## src/rtl/tube_seq_pkg.sv

```systemverilog
package tube_seq_pkg;

  // Where the tick counter sits within one access cycle.
  typedef enum logic [1:0] {
    PH_SETTLE = 2'd0,
    PH_BASE   = 2'd1,
    PH_TAIL   = 2'd2,
    PH_REST   = 2'd3
  } phase_t;

  // Map a tick number to a phase, given the window lengths.
  function automatic phase_t phase_at(input int unsigned tick,
                                      input int unsigned settle_len,
                                      input int unsigned base_len,
                                      input int unsigned long_len);
    if (tick < settle_len)                 return PH_SETTLE;
    else if (tick < settle_len + base_len) return PH_BASE;
    else if (tick < settle_len + long_len) return PH_TAIL;
    else                                   return PH_REST;
  endfunction

  // Gate rule for one lane: always open in the base window,
  // open in the tail window only for a dash.
  function automatic logic lane_open(input phase_t ph, input logic dash);
    return (ph == PH_BASE) || ((ph == PH_TAIL) && dash);
  endfunction

endpackage

```

## src/rtl/tube_seq_timer.sv

```systemverilog
module tube_seq_timer
  import tube_seq_pkg::*;
#(
  parameter int unsigned SETTLE_TICKS = 12,
  parameter int unsigned BASE_TICKS   = 2,
  parameter int unsigned LONG_TICKS   = 10,
  parameter int unsigned CYCLE_TICKS  = 48,
  parameter int unsigned STROBE_POS   = 1
) (
  input  logic   clk,
  input  logic   rst_n,
  input  logic   start,
  output logic   launch,
  output phase_t phase,
  output logic   strobe,
  output logic   ramp_en,
  output logic   last_tick
);
  localparam int unsigned CW          = $clog2(CYCLE_TICKS);
  localparam int unsigned STROBE_TICK = SETTLE_TICKS + STROBE_POS;
  localparam int unsigned FINAL_TICK  = CYCLE_TICKS - 1;

  logic          busy_q;
  logic [CW-1:0] tick_q;

  assign last_tick = busy_q && (tick_q == CW'(FINAL_TICK));
  // Accept when idle, or on the final tick so that cycles chain.
  assign launch    = start && (!busy_q || last_tick);

  always_ff @(posedge clk or negedge rst_n) begin
    if (!rst_n) begin
      busy_q <= 1'b0;
      tick_q <= '0;
    end else if (launch) begin
      busy_q <= 1'b1;
      tick_q <= '0;
    end else if (busy_q) begin
      if (last_tick) begin
        busy_q <= 1'b0;
        tick_q <= '0;
      end else begin
        tick_q <= tick_q + 1'b1;
      end
    end
  end

  assign phase   = busy_q ? phase_at(32'(tick_q), SETTLE_TICKS, BASE_TICKS, LONG_TICKS)
                          : PH_REST;
  assign strobe  = busy_q && (tick_q == CW'(STROBE_TICK));
  assign ramp_en = (phase == PH_BASE) || (phase == PH_TAIL);

endmodule

```

## src/rtl/tube_seq_lane.sv

```systemverilog
module tube_seq_lane
  import tube_seq_pkg::*;
(
  input  logic   clk,
  input  logic   rst_n,
  input  logic   launch,
  input  logic   launch_write,
  input  logic   wbit,
  input  logic   cycle_write,
  input  logic   strobe,
  input  logic   sense,
  input  phase_t phase,
  output logic   gate,
  output logic   rbit
);
  logic dash_q;
  logic rbit_q;

  always_ff @(posedge clk or negedge rst_n) begin
    if (!rst_n) begin
      dash_q <= 1'b0;
      rbit_q <= 1'b0;
    end else if (launch) begin
      // Write cycles know their pulse length up front.
      dash_q <= launch_write && wbit;
    end else if (strobe && !cycle_write) begin
      // Read cycles regenerate whatever was sensed.
      dash_q <= sense;
      rbit_q <= sense;
    end
  end

  assign gate = lane_open(phase, dash_q);
  assign rbit = rbit_q;

endmodule

```

## src/rtl/tube_cycle_seq.sv

```systemverilog
module tube_cycle_seq
  import tube_seq_pkg::*;
#(
  parameter int unsigned LANES        = 45,
  parameter int unsigned SETTLE_TICKS = 12,
  parameter int unsigned BASE_TICKS   = 2,
  parameter int unsigned LONG_TICKS   = 10,
  parameter int unsigned CYCLE_TICKS  = 48,
  parameter int unsigned STROBE_POS   = 1
) (
  input  logic             clk,
  input  logic             rst_n,
  input  logic             start,
  input  logic             wr_en,
  input  logic [LANES-1:0] wr_data,
  input  logic [LANES-1:0] sense,
  output logic [LANES-1:0] grid_gate,
  output logic             strobe,
  output logic             ramp_en,
  output logic [LANES-1:0] rd_data,
  output logic             done
);
  // Named internal events, also observed by the checker.
  logic   launch_w;
  logic   cyc_write_q;
  phase_t phase_w;

  tube_seq_timer #(
    .SETTLE_TICKS(SETTLE_TICKS),
    .BASE_TICKS  (BASE_TICKS),
    .LONG_TICKS  (LONG_TICKS),
    .CYCLE_TICKS (CYCLE_TICKS),
    .STROBE_POS  (STROBE_POS)
  ) u_timer (
    .clk      (clk),
    .rst_n    (rst_n),
    .start    (start),
    .launch   (launch_w),
    .phase    (phase_w),
    .strobe   (strobe),
    .ramp_en  (ramp_en),
    .last_tick(done)
  );

  always_ff @(posedge clk or negedge rst_n) begin
    if (!rst_n)        cyc_write_q <= 1'b0;
    else if (launch_w) cyc_write_q <= wr_en;
  end

  for (genvar g = 0; g < LANES; g++) begin : g_lane
    tube_seq_lane u_lane (
      .clk         (clk),
      .rst_n       (rst_n),
      .launch      (launch_w),
      .launch_write(wr_en),
      .wbit        (wr_data[g]),
      .cycle_write (cyc_write_q),
      .strobe      (strobe),
      .sense       (sense[g]),
      .phase       (phase_w),
      .gate        (grid_gate[g]),
      .rbit        (rd_data[g])
    );
  end

endmodule

```

## config.mk

```make
export PLATFORM = sky130hd
export DESIGN_NAME = tube_cycle_seq
export DESIGN_NICKNAME = d
export VERILOG_FILES = /design/src/rtl/tube_seq_pkg.sv /design/src/rtl/tube_seq_timer.sv /design/src/rtl/tube_seq_lane.sv /design/src/rtl/tube_cycle_seq.sv
export SDC_FILE = /design/constraint.sdc
export NUM_CORES = 1
export LEC_CHECK = 0
export ABC_AREA = 1
export BUFFER_PORTS_ARGS = -buffer_cell sky130_fd_sc_hd__buf_4
export CAP_MARGIN = 20
export CORE_MARGIN = 2
export CORE_UTILIZATION = 50
export CTS_BUF_LIST = sky130_fd_sc_hd__clkbuf_4
export CTS_CLUSTER_DIAMETER = 200
export DETAILED_ROUTE_END_ITERATION = 10
export PLACE_DENSITY = 0.79
export REMOVE_ABC_BUFFERS = 1
export SKIP_CTS_REPAIR_TIMING = 1
export SLEW_MARGIN = 20
export SYNTH_ARGS = -nofsm -noshare
export SYNTH_HDL_FRONTEND = slang
export SYNTH_SLANG_ARGS = --single-unit
```

## constraint.sdc

```tcl
create_clock -name clk -period 2.64 [get_ports clk]
set_input_delay 0.264 -clock clk [delete_from_list [all_inputs] [get_ports clk]]
set_output_delay 0.264 -clock clk [all_outputs]
set_load 0.02 [all_outputs]
```

==> impl_metrics.yaml, run 1 <==
setup_path:
  path_max_fanout: 26
  crit_slowest_cell: "dfrtp_1"
  r2r-start: "u_timer.tick_q[1]"
  cp_data_arrival_time_ns: 2.17
  crit_start: "u_timer.tick_q[2]"
  cp.required_ns: 2.38
  cp_cell_sequence: "nand2_1, nor2_1, nor2_1, inv_1, ha_2, buf_4, nand2_1, nand2_1, buf_4"
  path_delay_family: "simple AND/OR/NAND/NOR gates"
  max_stage_delay_ns: 0.46
  crit_top_cell: "nand2_1"
  end_kind: "output pin"
  path_class: "flip-flop to output pin"
  critPathBufInv: 3
  start_kind: "flip-flop"
final_layout:
  final_common_cell: "nand2_1"
  area_growth_pct: 16.25
  final_cell_mix: "271 x nand2_1, 191 x buf_4, 98 x dfrtp_1"
  stdcell_count: 915
  fin_nets: 868
  drive_above_1_share_pct: 30.84
  diodes: 0
  nFillCells: 966
global_routing:
  grt_pass1_wl_um: 21700
  antenna_found_initial: 0
  grt_overflow: 0
  grt_pass1_vias: 4646
  grt_max_degree: 52
  track_usage_pct: 22.89
sta:
  setup_tns_ns: 0
  hold_violations: 0
  maxSlewViolCount: 0
  setup_violations: 0
  rsz0062_at_grt: "false"
  fin_crit_sh_pct: 92.36
  worstMarginPinSlew_ns: 0.9006
  max_freq_mhz: 410.1
  period_needed_ns: 2.438
  max-slew-margin-rel_pct: 39.75
  hold_ws_ns: 0.03265
  skew_ns: 0.01597
power_and_ir_drop:
  p_leak_uw: 0.003719
  seq_power_share_pct: 30.3
  power_frac_comb_pct: 60.5
  ir_drop_v: 0.0007916
  switching_share_pct: 46.90
  internal-power_uw: 4557
  power_density_mw_per_mm2: 1317
  clkPwrFrac_pct: 9.3
  p_sw_uw: 4026
hold_path:
  min_from: "sense[37]"
  min_path_type: "input port to flip-flop"
routing:
  drt_iter0_markers: 408
  ant_nets: 0
  drtPass1Iterations: 6
  viasPerCell: 5.219
  drt-total-wl_um: 13820
  vias: 4775
  drt-wirelength-per-cell_um: 15.10
  drc: 0
clocking:
  root_buffer: "clkbuf_4"
  cts.path.max_buffers: 2
  tritoncts: "built"
  clock_latency_ns: 0.44
  clk_pin_slew_ns: 0.14
  htreeDepth: 3
  cts_sinks: 98
  numCtsBuffers: 9
floorplanning:
  ioPinCount: 187
  start_util_pct: 51.47
  rows: 38
  die_area_sq_mm: 0.01207
  die_h_um: 109.9
  core_sq_mm: 0.01089
  die_x_um: 109.9
synth:
  ys_warn_count: 0
  syn_avg_cell_area_sq_um: 8.063
  syn_inst: 695
  ys_seq_elements: 98
  netlist_area_sq_mm: 0.005604
  ys_types: 29
  ys_seq_area_share_pct: 43.76
placed_design:
  dpl.hpwl_um: 9423
  gp_congestion: 0.8274
  place_inst: 898
  port-buffer-count: 186
flow_run:
  cap_violations: 0
status:
  status: "completed"
==> final cells by class <==
type	instances	area [sq um]	area share [%]
flip-flops and latches	98	2452	37.64
multi-input cells	451	2207	33.88
repair buffers	195	1486	22.82
well taps	140	175.2	2.689
clock buffers	12	90.09	1.383
inverters	15	61.31	0.9410
clock inverters	4	42.54	0.6530
==> cell usage after synthesis (all sizes together) <==
| cell type | number | share of area [%] |
|---|---|---|
| o21ai | 2 | 0.18 |
| clkbuf | 22 | 1.5 |
| and2 | 1 | 0.11 |
| o21bai | 1 | 0.33 |
| nand3 | 93 | 9.3 |
| buf | 109 | 14 |
| nor3 | 2 | 0.18 |
| nor2 | 12 | 0.98 |
| o22ai | 1 | 0.11 |
| nand4 | 1 | 0.11 |
| a21oi | 3 | 0.27 |
| xor2 | 1 | 0.16 |
| dfrtp | 98 | 44 |
| nand3b | 45 | 6.0 |
| ha | 4 | 0.89 |
| a31oi | 1 | 0.11 |
| inv | 15 | 1.1 |
| nand2 | 284 | 21 |
==> per-layer routing <==
metal	vias to the layer above	GRT usage (%)	part of all wire, %
met5	-	0	0
met4	0	10.40	2.1
met3	30	4.031	8.0
met2	224	37.99	49
met1	2260	29.07	41
li1	2261	-	-
==> cells by family after synthesis <==
kind of cell    after synthesis  synth area share, %
buf+inv                     146                16.90
xor+xnor                      1               0.1563
simple gates                438                37.29
compound gates                8                1.005
flops                        98                43.76
fa+ha+maj                     4               0.8931
==> per-stage QoR <==
| stage | util [%] | power (uW) | area [sq um] | setup WS (ns) |
|---|---|---|---|---|
| finish | 59.84 | 8583 | 6515 | 0.2016 |
| global route | 59.84 | 9199 | 6515 | 0.02024 |
| CTS | 59.68 | 8625 | 6497 | 0.1424 |
| floorplan | - | 5436 | 4718 | 0.3940 |
| detailed placement | 58.46 | 7814 | 6365 | 0.6330 |
| global placement | 58.46 | 7679 | 6365 | 0.6984 |
==> tightest hold or removal path: cells and delay by family <==
family	cells	cell delay (ns)
buffers and inverters	1	0.09
and+or+nand+nor	2	0.09
==> power groups by stage <==
stage | clock (uW) | sequential, uW | combinational, uW
5_1_grt | 876 | 2690 | 5640
3_5_place_dp | 0 | 2610 | 5200
2_1_floorplan | 0 | 2980 | 2460
4_1_cts | 826 | 2600 | 5200
3_3_place_gp | 0 | 2590 | 5090
6_report | 796 | 2600 | 5190
==> flip-flops by register name (all words and copies together), names as in the netlist <==
| name | cells |
|---|---|
| u_timer.tick_q | 6 |
| g_lane.u_lane.rbit | 45 |
| u_timer.busy_q | 1 |
| cyc_write_q | 1 |
| g_lane.u_lane.dash_q | 45 |
==> worst paths after layout <==
| kind | endpoint | slack [ns] | cells after the start |
|---|---|---|---|
| min in group asynchronous | g_lane[5].u_lane.dash_q | 0.38 | 2 |
| setup / recovery | grid_gate[22] | 0.20 | 9 |
| setup reg to reg | g_lane[0].u_lane.dash_q | 0.60 | 8 |
| max in group asynchronous | g_lane[24].u_lane.dash_q | 1.55 | 3 |
| hold reg to reg | cyc_write_q | 0.49 | 2 |
| hold / removal | g_lane[37].u_lane.rbit | 0.03 | 3 |
No activity file was read; power rests on OpenSTA's default activity.
==> run 2: changes to the inputs <==
Clock period 2.64 ns to 2.98 ns, I/O delays scaled along.
==> impl_metrics.yaml, run 2 (same netlist as run 1, synthesis figures left out) <==
status:
  status: "completed"
sta:
  period_needed_ns: 2.780
  max-slew-margin-rel_pct: 38.46
  setup_violations: 0
  max_freq_mhz: 359.7
  rsz0062_at_grt: "false"
  worstMarginPinSlew_ns: 0.9199
  hold_violations: 0
  setup_tns_ns: 0
  fin_crit_sh_pct: 93.30
  skew_ns: 0.01514
  maxSlewViolCount: 0
  hold_ws_ns: 0.06592
global_routing:
  grt_max_degree: 57
  grt_overflow: 0
  antenna_found_initial: 0
  grt_pass1_vias: 4502
  track_usage_pct: 22.88
  grt_pass1_wl_um: 21580
floorplanning:
  die_h_um: 109.9
  die_x_um: 109.9
  die_area_sq_mm: 0.01207
  core_sq_mm: 0.01089
  ioPinCount: 187
  start_util_pct: 51.47
  rows: 38
setup_path:
  reg2regPathDepth: 8
  path_max_fanout: 24
  crit_slowest_cell: "dfrtp_1"
  cp_data_arrival_time_ns: 2.48
  rrSetupSlack_ns: 0.91
  max_stage_delay_ns: 0.47
  cp_cell_sequence: "nand2_1, inv_2, nand3_1, nand2_1, nor2_1, ha_4, buf_4, nand2_1, nand2_1, buf_4"
  reg2reg_to: "g_lane[26].u_lane.dash_q"
  crit_top_cell: "nand2_1"
  cp.required_ns: 2.68
  path_class: "flip-flop to output pin"
  start_kind: "flip-flop"
  r2r-start: "u_timer.tick_q[1]"
  end_kind: "output pin"
routing:
  drc: 0
  viasPerCell: 5.139
  vias: 4697
  drtPass1Iterations: 5
  drt_iter0_markers: 366
  ant_nets: 0
  drt-total-wl_um: 13880
  drt-wirelength-per-cell_um: 15.19
final_layout:
  stdcell_count: 914
  area_growth_pct: 16.28
  design_area_sq_mm: 0.006516
  final_common_cell: "nand2_1"
  diodes: 0
  drive_above_1_share_pct: 30.75
  fin_nets: 867
  final_cell_mix: "271 x nand2_1, 191 x buf_4, 98 x dfrtp_1"
power_and_ir_drop:
  internal-power_uw: 4038
  power_density_mw_per_mm2: 1173
  seq_power_share_pct: 30.3
  power_frac_comb_pct: 60.7
  ir_drop_v: 0.0005599
  switching_share_pct: 47.17
  p_leak_uw: 0.003706
  clkPwrFrac_pct: 9.0
  p_sw_uw: 3605
placed_design:
  placed_cell_area_sq_mm: 0.006357
  gp_congestion: 0.7983
  place_inst: 897
  dpl.hpwl_um: 9456
  port-buffer-count: 186
hold_path:
  min_path_type: "input port to flip-flop"
  whs_endpoint: "g_lane[43].u_lane.rbit"
  min_from: "sense[43]"
  min_path_cells: 3
clocking:
  htreeDepth: 3
  tritoncts: "built"
  clk_pin_slew_ns: 0.15
  root_buffer: "clkbuf_4"
  cts.path.max_buffers: 2
  cts_sinks: 98
  numCtsBuffers: 9
  clock_latency_ns: 0.44
flow_run:
  cap_violations: 0
run 2: final cells by class:
type                            count  area [sq um]
Sequential cell                    98          2452
Multi-Input combinational cell    451          2217
Clock inverter                      6         57.56
Fill cell                         963          4372
Clock buffer                       10         75.07
Timing Repair Buffer              194          1475
Tap cell                          140         175.2
Inverter                           15         63.81
run 2: worst max path at each step:
stage	startpoint	to	slack (ns)	cells past startpoint
6_report	u_timer.tick_q[2]	grid_gate[22]	0.20	10
5_1_grt	u_timer.tick_q[2]	grid_gate[18]	0.01	10
2_1_floorplan	u_timer.tick_q[0]	g_lane[10].u_lane.dash_q	0.73	6
3_3_place_gp	u_timer.tick_q[2]	grid_gate[2]	0.76	10
4_1_cts	u_timer.tick_q[2]	grid_gate[18]	0.07	10
3_5_place_dp	u_timer.tick_q[2]	grid_gate[18]	0.59	10
run 2: per-layer routing:
layer  GRT usage (%)  up-vias  part of all wire [%]
met5               0        -                     0
met1           29.66     2205                    41
li1                -     2266                     -
met2           38.21      209                    49
met3           4.446       17                   8.1
met4           7.866        0                   1.6
run 2: metrics by stage:
| stage | setup WS [ns] | util, % | total power (uW) |
|---|---|---|---|
| after floorplan | 0.7340 | - | 4816 |
| after global placement | 0.7570 | 58.39 | 6810 |
| after detailed placement | 0.5924 | 58.39 | 6947 |
| after CTS | 0.07298 | 59.61 | 7649 |
| after global routing | 0.01389 | 59.85 | 8192 |
| final | 0.1996 | 59.85 | 7643 |
run 2: power groups by stage:
stage | registers (uW) | clock network, uW | logic, uW
floorplan | 2640 | 0 | 2180
global placement | 2310 | 0 | 4500
detailed placement | 2330 | 0 | 4620
CTS | 2310 | 715 | 4630
global route | 2380 | 775 | 5040
finish | 2310 | 690 | 4640
run 2: worst max-delay path: cells and delay by family, from the launching register on:
kind / cells / cell delay [ns]
buffers and inverters: 3 / 0.54
AND/OR/NAND/NOR: 6 / 0.69
adder cells (fa/ha/maj): 1 / 0.34
flip-flops: 1 / 0.47
==> run 3: changes to the inputs <==
Settings changed: ABC_AREA 1 to 0, GPL_ROUTABILITY_DRIVEN set to 0, PLACE_DENSITY 0.79 to 0.8.
Clock period 2.98 ns to 3 ns, I/O delays scaled along.
==> impl_metrics.yaml, run 3 <==
synth:
  synth_xor_area_share_pct: 0.1686
  ys_seq_area_share_pct: 47.21
  synth_top_area_share_pct: 47.21
  yosysMostFrequentCell: "dfrtp_1"
  ys_seq_elements: 98
  synthAdderAreaFrac_pct: 0.9634
  ys.flop_type: "dfrtp_1"
  netlist_area_sq_mm: 0.005195
  synth.top_cells.by_count: "98 x dfrtp_1, 90 x buf_4, 47 x a21o_1, 46 x and2_1, 46 x mux2_2"
  async_reset_ff_share_pct: 100.0
  syn_inst: 453
  ys_warn_count: 0
  synth_compound_area_share_pct: 17.22
  synth-edff-count: 0
  synth_top_family_by_area: "compound AO/OA/AOI/OAI gates"
  syn_avg_cell_area_sq_um: 11.47
  synth_simple_gate_area_share_pct: 8.141
  yosys-top-cells-area: "dfrtp_1 47%, buf_4 13%, mux2_2 10%"
  synthMuxAreaShare_pct: 10.16
  netlist.top_cell.by_area: "dfrtp_1"
  ys_types: 29
setup_path:
  reg2regPathDepth: 6
  end_kind: "output pin"
  r2r-start: "u_timer.tick_q[0]"
  path_class: "flip-flop to output pin"
  cp.required_ns: 2.70
  cp_data_arrival_time_ns: 2.51
  reg2reg_to: "g_lane[1].u_lane.dash_q"
  rrSetupSlack_ns: 0.68
  start_kind: "flip-flop"
  path_max_fanout: 45
power_and_ir_drop:
  seq_power_share_pct: 31.8
  p_leak_uw: 0.003387
  internal-power_uw: 4261
  power_density_mw_per_mm2: 1182
  clkPwrFrac_pct: 9.4
  p_sw_uw: 3074
  ir_drop_v: 0.0004955
  power_frac_comb_pct: 58.7
  switching_share_pct: 41.91
floorplanning:
  die_h_um: 105.9
  ioPinCount: 187
  die_area_sq_mm: 0.01122
  rows: 37
  start_util_pct: 51.01
  die_x_um: 105.9
  core_sq_mm: 0.01018
final_layout:
  nFillCells: 863
  stdcell_count: 675
  diodes: 0
  drive_above_1_share_pct: 48.24
  final_cell_mix: "188 x buf_4, 96 x dfrtp_1, 47 x a21o_1"
  area_growth_pct: 19.46
  final_common_cell: "buf_4"
  fin_nets: 632
placed_design:
  pre_cts_ws_ns: 0.4164
  port-buffer-count: 186
  dpl.hpwl_um: 7885
  place_inst: 658
routing:
  met2WireLength_um: 5800
  ant_nets: 0
  wl_met3_um: 644
  drc: 0
  viasPerCell: 5.359
  highest_layer: "met4"
  wl_met1_um: 4743
  drtPass1Iterations: 4
  drt_iter0_markers: 137
  drt-wirelength-per-cell_um: 16.79
  vias: 3617
  drt-total-wl_um: 11330
hold_path:
  whs_endpoint: "g_lane[2].u_lane.dash_q"
  min_path_type: "input port to flip-flop"
  min_path_cells: 2
  min_from: "wr_data[2]"
sta:
  setup_violations: 0
  hold_violations: 0
  worstMarginPinSlew_ns: 0.6157
  max_freq_mhz: 356.2
  period_needed_ns: 2.808
  skew_ns: 0.01565
  rsz0062_at_grt: "false"
  fin_crit_sh_pct: 93.59
  maxSlewViolCount: 0
  fin_ws_ns: 0.1924
  max-slew-margin-rel_pct: 58.86
global_routing:
  grt_overflow: 0
  grt_pass1_wl_um: 17620
  grt_pass1_vias: 3659
  grt_max_degree: 99
  track_usage_pct: 19.75
  antenna_found_initial: 0
status:
  status: "completed"
flow_run:
  cap_violations: 0
clocking:
  root_buffer: "clkbuf_4"
  cts.path.max_buffers: 2
  numCtsBuffers: 9
  cts_sinks: 98
  clock_latency_ns: 0.43
  htreeDepth: 3
  tritoncts: "built"
  clk_pin_slew_ns: 0.15
-- run 3: cell count changes in the layout (fill, tap and decap cells not counted), sizes merged, moves of 5 or more --
cell and change:
nor2 -8, and2 +45, a21o +47, a221o +45
nand2b +5, nand3 -89, mux2 +46, nand2 -279
inv -10, nand3b -45
-- run 3: routing by layer --
layer  up-vias  global-route usage (%)
met5         -                       0
met2       116                   34.06
met3        13                   4.476
met4         0                   7.331
li1       1671                       -
met1      1817                   24.27
-- run 3: power groups by stage --
stage,clock [uW],combinational (uW),sequential [uW]
after detailed placement,0,4330,2350
final,693,4310,2340
after global placement,0,4230,2330
after global routing,766,4570,2410
after floorplan,0,2210,2580
after CTS,714,4330,2330
-- run 3: worst max-delay path: stages (launching register included) --
cell and delay, ns:
dfrtp_2 0.46, mux2_2 0.35, a221oi_1 0.37, inv_1 0.13, ha_4 0.35, a21o_1 0.24
buf_4 0.16
-- run 3: how the worst max path moves through the flow --
stage,startpoint,endpoint,cells after the start
floorplan,u_timer.busy_q,g_lane[0].u_lane.dash_q,4
global route,u_timer.busy_q,grid_gate[27],6
finish,u_timer.tick_q[1],grid_gate[27],6
global placement,u_timer.busy_q,grid_gate[27],7
detailed placement,u_timer.tick_q[4],grid_gate[27],6
CTS,u_timer.tick_q[1],grid_gate[27],6
-- run 3: cells by family after synthesis --
logic type | Yosys count
xor+xnor | 1
buf+inv | 128
compound gates | 105
mux | 47
simple gates | 70
fa+ha+maj | 4
flops | 98
-- run 3: stage by stage --
step	TNS (ns)	hold slack, ns	instance area, sq um	util (%)	power (uW)
3_3_place_gp	0	0.3964	6051	59.41	6554
6_report	0	0.08275	6206	60.93	7335
2_1_floorplan	-77.96	0.004409	4375	-	4791
4_1_cts	-3.582	-0.1031	6183	60.71	7380
5_1_grt	0	0.05500	6206	60.93	7746
3_5_place_dp	0	0.4013	6051	59.41	6679
-- run 3: cell type report --
class	instances	area, sq um	area share, %
clock buffers	12	90.09	1.452
multi-input cells	227	1928	31.07
repair buffers	193	1501	24.19
clock inverters	4	42.54	0.6855
inverters	5	18.77	0.3024
well taps	136	170.2	2.742
flip-flops and latches	98	2455	39.56
